### src/rtl/cwa_pkg.sv
// Shared constants for the comma word aligner.
// Assumes the 8B/10B convention: vector bit 0 is the first bit on the line.
package cwa_pkg;

    // Width of one coded character and of one input word.
    localparam int unsigned CHAR_W  = 10;
    // Length of the comma run that identifies a character boundary.
    localparam int unsigned COMMA_W = 7;

    // Comma starting with two zeros on the line (line order 0011111).
    localparam logic [COMMA_W-1:0] COMMA_ZERO_LEAD = 7'b1111100;
    // Comma starting with two ones on the line (line order 1100000).
    localparam logic [COMMA_W-1:0] COMMA_ONE_LEAD  = 7'b0000011;

    // True when a seven-bit slice holds a comma of either polarity.
    function automatic logic is_comma(input logic [COMMA_W-1:0] slice);
        return (slice == COMMA_ZERO_LEAD) || (slice == COMMA_ONE_LEAD);
    endfunction

endpackage

### src/rtl/cwa_window.sv
// Two-word history register.
// Holds the newest word and the one before it. The older word sits in the
// low half so that bit order in the window follows line order.
// Assumes one input word per clock and no gaps.
module cwa_window #(
    parameter int unsigned W = cwa_pkg::CHAR_W,
    localparam int unsigned SPAN_W = 2 * W
) (
    input  logic              clk,
    input  logic              rst_n,
    input  logic [W-1:0]      word_i,
    output logic [SPAN_W-1:0] span_o
);

    logic [W-1:0] newest_q;
    logic [W-1:0] older_q;

    // Shift the incoming word through the two-deep history.
    always_ff @(posedge clk) begin
        if (!rst_n) begin
            newest_q <= '0;
            older_q  <= '0;
        end else begin
            newest_q <= word_i;
            older_q  <= newest_q;
        end
    end

    assign span_o = {newest_q, older_q};

endmodule

### src/rtl/cwa_search.sv
// Comma search over every start offset of a character.
// Compares the seven-bit slice at each of the W start offsets against both
// comma polarities, then grants the lowest matching offset.
// Assumes the span holds line bits in order, earliest at bit 0.
module cwa_search #(
    parameter int unsigned W  = cwa_pkg::CHAR_W,
    parameter int unsigned CW = cwa_pkg::COMMA_W,
    localparam int unsigned SRCH_W = W + CW - 1,
    localparam int unsigned OFF_W  = $clog2(W)
) (
    input  logic              clk,
    input  logic              rst_n,
    input  logic [SRCH_W-1:0] span_i,
    output logic              hit_o,
    output logic [OFF_W-1:0]  hit_off_o
);

    logic [W-1:0] zero_lead_m;
    logic [W-1:0] one_lead_m;
    logic [W-1:0] match;
    logic [W-1:0] grant;

    // One comparator pair per start offset.
    for (genvar k = 0; k < W; k++) begin : g_offset
        assign zero_lead_m[k] = (span_i[k +: CW] == cwa_pkg::COMMA_ZERO_LEAD);
        assign one_lead_m[k]  = (span_i[k +: CW] == cwa_pkg::COMMA_ONE_LEAD);
        assign match[k]       = zero_lead_m[k] | one_lead_m[k];
    end

    // Keep only the lowest set match bit: the earliest comma on the line.
    always_comb begin
        grant = match & (~match + W'(1));
    end

    // Encode the granted offset into a binary index.
    always_comb begin
        hit_off_o = '0;
        for (int k = 0; k < W; k++) begin
            if (grant[k]) begin
                hit_off_o = hit_off_o | OFF_W'(k);
            end
        end
    end

    assign hit_o = |match;

    AST_GRANT_ONEHOT: assert property (@(posedge clk) disable iff (!rst_n)
        $onehot0(grant));

    AST_GRANT_IS_LOWEST: assert property (@(posedge clk) disable iff (!rst_n)
        hit_o |-> ((grant != '0) && (((grant - W'(1)) & match) == '0)));

endmodule

### src/rtl/cwa_align.sv
// Boundary register and character output stage.
// Moves the boundary to a newly found comma, otherwise keeps it, and cuts
// the aligned character out of the span. Raises the detect pulse and the
// lock flag together with the comma character.
// Assumes the search result refers to the same span given here.
module cwa_align #(
    parameter int unsigned W  = cwa_pkg::CHAR_W,
    parameter int unsigned CW = cwa_pkg::COMMA_W,
    localparam int unsigned SPAN_W = 2 * W,
    localparam int unsigned OFF_W  = $clog2(W),
    localparam int unsigned IDX_W  = $clog2(SPAN_W)
) (
    input  logic              clk,
    input  logic              rst_n,
    input  logic [SPAN_W-1:0] span_i,
    input  logic              hit_i,
    input  logic [OFF_W-1:0]  hit_off_i,
    output logic [W-1:0]      char_o,
    output logic              det_o,
    output logic              locked_o
);

    logic [OFF_W-1:0] off_q;
    logic [OFF_W-1:0] sel_off;
    logic [IDX_W-1:0] sel_idx;
    logic [W-1:0]     char_d;

    // Choose the new offset on a find, else the held one.
    always_comb begin
        sel_off = hit_i ? hit_off_i : off_q;
        sel_idx = IDX_W'(sel_off);
        char_d  = span_i[sel_idx +: W];
    end

    // Hold or move the character boundary.
    always_ff @(posedge clk) begin
        if (!rst_n) begin
            off_q <= '0;
        end else if (hit_i) begin
            off_q <= hit_off_i;
        end
    end

    // Register the aligned character, the detect pulse and the lock flag.
    always_ff @(posedge clk) begin
        if (!rst_n) begin
            char_o   <= '0;
            det_o    <= 1'b0;
            locked_o <= 1'b0;
        end else begin
            char_o <= char_d;
            det_o  <= hit_i;
            if (hit_i) begin
                locked_o <= 1'b1;
            end
        end
    end

    AST_BOUNDARY_HELD: assert property (@(posedge clk) disable iff (!rst_n)
        !hit_i |=> $stable(off_q));

    AST_PULSE_CARRIES_COMMA: assert property (@(posedge clk) disable iff (!rst_n)
        det_o |-> cwa_pkg::is_comma(char_o[CW-1:0]));

    AST_PULSE_NEEDS_LOCK: assert property (@(posedge clk) disable iff (!rst_n)
        det_o |-> locked_o);

    AST_LOCK_STICKY: assert property (@(posedge clk) disable iff (!rst_n)
        locked_o |=> locked_o);

endmodule

### src/rtl/comma_word_aligner.sv
// Comma word aligner top.
// Takes unaligned 10-bit words, finds 8B/10B commas of either polarity at
// any offset, and emits aligned characters with a detect pulse and a lock
// flag. Latency from the word carrying a character's first bit to the
// output is two clocks. Assumes continuous input, one word per clock.
module comma_word_aligner #(
    parameter int unsigned W  = cwa_pkg::CHAR_W,
    parameter int unsigned CW = cwa_pkg::COMMA_W,
    localparam int unsigned SPAN_W = 2 * W,
    localparam int unsigned SRCH_W = W + CW - 1,
    localparam int unsigned OFF_W  = $clog2(W)
) (
    input  logic         clk,
    input  logic         rst_n,
    input  logic [W-1:0] rx_word_i,
    output logic [W-1:0] char_o,
    output logic         comma_det_o,
    output logic         locked_o
);

    logic [SPAN_W-1:0] span;
    logic              hit;
    logic [OFF_W-1:0]  hit_off;

    cwa_window #(.W(W)) u_window (
        .clk    (clk),
        .rst_n  (rst_n),
        .word_i (rx_word_i),
        .span_o (span)
    );

    cwa_search #(.W(W), .CW(CW)) u_search (
        .clk       (clk),
        .rst_n     (rst_n),
        .span_i    (span[SRCH_W-1:0]),
        .hit_o     (hit),
        .hit_off_o (hit_off)
    );

    cwa_align #(.W(W), .CW(CW)) u_align (
        .clk       (clk),
        .rst_n     (rst_n),
        .span_i    (span),
        .hit_i     (hit),
        .hit_off_i (hit_off),
        .char_o    (char_o),
        .det_o     (comma_det_o),
        .locked_o  (locked_o)
    );

endmodule

### config.mk
export PLATFORM = sky130hd
export DESIGN_NAME = comma_word_aligner
export DESIGN_NICKNAME = d
export VERILOG_FILES = /design/src/rtl/cwa_pkg.sv /design/src/rtl/cwa_window.sv /design/src/rtl/cwa_search.sv /design/src/rtl/cwa_align.sv /design/src/rtl/comma_word_aligner.sv
export SDC_FILE = /design/constraint.sdc
export NUM_CORES = 1
export LEC_CHECK = 0
export ABC_AREA = 1
export BUFFER_PORTS_ARGS = -buffer_cell sky130_fd_sc_hd__buf_2
export CAP_MARGIN = 5
export CORE_AREA = 2 2 85 127
export CTS_CLUSTER_SIZE = 25
export DETAILED_ROUTE_END_ITERATION = 8
export DIE_AREA = 0 0 87 129
export PLACE_DENSITY = 0.38
export SLEW_MARGIN = 40
export SYNTH_ARGS = -nofsm -noshare
export SYNTH_HDL_FRONTEND = slang
export SYNTH_SLANG_ARGS = --single-unit
export TNS_END_PERCENT = 20
### constraint.sdc
create_clock -name clk -period 2.45 [get_ports clk]
set_input_delay 0.1225 -clock clk [delete_from_list [all_inputs] [get_ports clk]]
set_output_delay 0.1225 -clock clk [all_outputs]
set_load 0.1 [all_outputs]
==> summary.txt <==
Layout
  – Final Cell Area: 3510 sq um
  – Layout Nets: 492
  – Final Util: 0.348
  – P&R area growth vs syn: 42.2%
  – N_diodes: 0
  – Ratio of cells with drive above 1 in the final layout: 0.322

Synthesis
  – Top FF cell, synth: dfxtp_1
  – Syn Area/Cell: 5.93 sq um
  – Mapped Area: 2470 sq um
  – Number of flops mapped to enable cells by yosys: 0
  – Post-synth ARST share: 0
  – #FFs+latches synth: 36
  – Register area share after synthesis: 0.292
  – Syn nets: 428
  – Yosys cell types: 26
  – Yosys warns: 0
  – Mapped Cells: 416

GRT
  – All-layer global routing usage: 0.157
  – M3 GR Usage: 0.0186
  – Met2 Usage GRT: 0.289
  – First-pass GRT wire length: 13400 um
  – Largest net degree at the start of global routing: 29
  – Aggregate global routing overflow: 0
  – Initial antenna violation count: 0
  – Met1 usage: 0.170
  – Busiest grt layer: met2
  – Number of global-route vias before repair: 2749

STA
  – Setup TNS: 0 ns
  – Max-slew violations: 0
  – Final period util: 0.937
  – Slew HR: 0.677
  – PnR worst setup slack: 0.153 ns
  – Highest Clock Rate: 435 MHz
  – Final Critical Period: 2.30 ns
  – # setup viols final: 0
  – Worst-Margin Slew: 0.488 ns
  – Final hold viol count: 0
  – RSZ-0062 raised after global routing: yes
  – Clock skew: 0.00392 ns

Worst setup path
  – Reg2Reg Setup Slack: 0.15 ns
  – Crit Path Class: register to register
  – Worst EP required: 2.62 ns
  – Critical Path AT: 2.47 ns
  – Endpoint class of the critical path: register
  – Slowest-stage cell, CP: dfxtp_1
  – Critical path, cell by cell: buf_4, nand3_1, nor2_1, nor2_1, nand2_2, buf_4, nor2_2, nand3_2, nand2_2, nand2_4, buf_12, buf_4, o211ai_1, nand3_1, nand3_1, nand2_1
  – Worst R2R End: u_align.char_o[0]$_SDFF_PN0_
  – Crit Path Max Fanout: 8
  – Reg2reg start: u_window.older_q[1]$_SDFF_PN0_
  – Reg2Reg Depth: 16
  – CP peak stage delay: 0.35 ns
  – CP startpoint: u_window.older_q[1]$_SDFF_PN0_
  – Crit path launch type: register

Place
  – DP HPWL: 6620 um
  – Setup Slack @ Placement: -0.120 ns
  – Routability cong.: 0.885
  – PortBufs: 23
  – Placed cell area: 2910 sq um

Clock tree
  – Inserted Clock Buffers: 5
  – H-tree Lvls: 2
  – Clk root buf: clkbuf_16
  – TritonCTS Sinks: 36
  – Hold Buf Count CTS: 0
  – Clock Latency Late Sink: 0.28 ns
  – Worst-path clk slew: 0.06 ns
  – CTS tree: yes
  – CTS max path bufs: 2

Drt
  – DRC: 0
  – DR vias/cell: 4.79
  – DR WL/cell: 14.5 um
  – Final WL: 8650 um
  – Detail Route Antenna Nets: 0
  – Vias: 2863
  – Drt first-iter violations: 146
  – Drt pass-1 iters: 4

Power and ir drop
  – Logic pwr share: 0.349
  – Pleak: 1.85 nW
  – Net switching power: 0.000786 W
  – Sequential power share: 0.310
  – Switch share: 0.369
  – Power Density: 607 nW/um^2
  – Part of the power in the clock network: 0.341
  – Max IR drop VDD: 311 uV
  – Pint: 0.00134 W

Min path
  – Worst hold path class: input pin to register
  – Hold Crit Depth: 3
  – Hold path startpoint: rx_word_i[9]
  – Hold Path Sink: u_window.newest_q[9]$_SDFF_PN0_

Die
  – Row cnt: 45
  – Die area: 11200 sq um
  – Core box area: 10100 sq um
  – Die width: 87 um
  – Io pins: 24
  – Starting Density: 0.245
  – Die Span Y: 129 um

Job
  – Max-cap violations: 0

Outcome
  – Outcome: finished clean
==> metrics by stage <==
| stage | cells | power (W) | hold slack, ns |
|---|---|---|---|
| after floorplan | 416 | 0.00114 | 0.216 |
| after CTS | 584 | 0.00205 | 0.0138 |
| after detailed placement | 576 | 0.00131 | 0.309 |
| final | 598 | 0.00213 | 0.0202 |
| after global placement | 576 | 0.00131 | 0.306 |
| after global routing | 598 | 0.00224 | 0.0224 |
==> power groups by stage <==
stage,registers (W),logic (W),clock network (W)
floorplan,0.000858,0.000279,0
global placement,0.000674,0.000639,0
detailed placement,0.000674,0.000633,0
CTS,0.000662,0.000635,0.000751
global route,0.000666,0.000802,0.000772
finish,0.000661,0.000743,0.000726
==> how the worst max path moves through the flow <==
| stage | to | slack, ns | cells after the start |
|---|---|---|---|
| after global routing | u_align.char_o[0]$_SDFF_PN0_ | -0.03 | 14 |
| after detailed placement | u_align.char_o[4]$_SDFF_PN0_ | -0.12 | 15 |
| after global placement | u_align.char_o[1]$_SDFF_PN0_ | -0.12 | 15 |
| final | u_align.char_o[0]$_SDFF_PN0_ | 0.15 | 16 |
| after floorplan | u_align.char_o[1]$_SDFF_PN0_ | 0.47 | 16 |
| after CTS | u_align.char_o[0]$_SDFF_PN0_ | 0.008 | 16 |
==> cell usage in the layout, fill, tap and decap left out <==
cell,count
a21oi_1,5
a21oi_2,1
buf_12,2
buf_2,23
buf_4,43
buf_6,3
buf_8,2
bufinv_16,1
clkbuf_16,7
clkinv_1,1
clkinv_2,1
clkinv_8,1
clkinvlp_4,1
dfxtp_1,25
dfxtp_2,7
dfxtp_4,4
inv_1,48
inv_2,4
inv_4,2
nand2_1,112
nand2_2,10
nand2_4,3
nand3_1,77
nand3_2,20
nand3_4,4
nand4_1,5
nand4_4,1
nor2_1,42
nor2_2,8
nor2_4,4
nor3_1,2
nor3_4,1
o211ai_1,6
o211ai_4,1
o21ai_1,2
o21ai_2,1
or2_0,1
==> synthesized netlist by cell type, drive strengths merged (3+ instances only) <==
library cell / n / area [sq um]
nand2: 125 / 477
nand3: 101 / 516
inv: 55 / 206
nor2: 54 / 225
dfxtp: 36 / 721
buf: 15 / 106
o211ai: 7 / 66.3
a21oi: 6 / 30.0
nand4: 6 / 52.6
clkbuf: 3 / 11.3
nor3: 3 / 26.3
o21ai: 3 / 18.8
==> routing by layer <==
metal	wire (um)	up-vias
li1	-	1452
met1	3320	1318
met2	4710	72
met3	275	21
met4	347	0
met5	0	-
==> cell families (layout without fill, tap and decap cells) <==
| logic type | count (synthesis) | after routing | share of synthesized area |
|---|---|---|---|
| AOI/OAI and AO/OA | 16 | 16 | 0.0467 |
| buffers and inverters | 74 | 139 | 0.133 |
| DFF | 36 | 36 | 0.292 |
| and+or+nand+nor | 290 | 290 | 0.528 |
==> state kept, by name, indices dropped and copies added (netlist names) <==
register and cells:
u_align.char_o 10, u_window.newest_q 10, u_window.older_q 10, u_align.off_q 4
u_align.det_o 1, u_align.locked_o 1
==> worst max-delay path, delay by kind of cell, from the launching register on <==
family | cells | cell delay [ns]
flip-flops | 1 | 0.35
buffers and inverters | 4 | 0.60
AND/OR/NAND/NOR | 11 | 1.16
AO/OA/AOI/OAI | 1 | 0.09
==> cell type report <==
cell class                 instances  area [sq um]
sequential                        36           744
fill                            1115          6570
clock buffer                       5           125
multi-input combinational        306          1630
tap                              117           146
inverter                          56           228
timing repair buffer              75           592
clock inverter                     3          42.5
==> what timing repair did <==
action / in CTS / in global routing
gates resized for setup: 2 / 82
setup buffers: 0 / 12
endpoints found under the setup margin: 10 / 10
pin swaps: 0 / 26
gates cloned: 0 / 2
hold endpoints to repair: 0 / 0
Note: power is estimated with default switching activity, not from simulation.
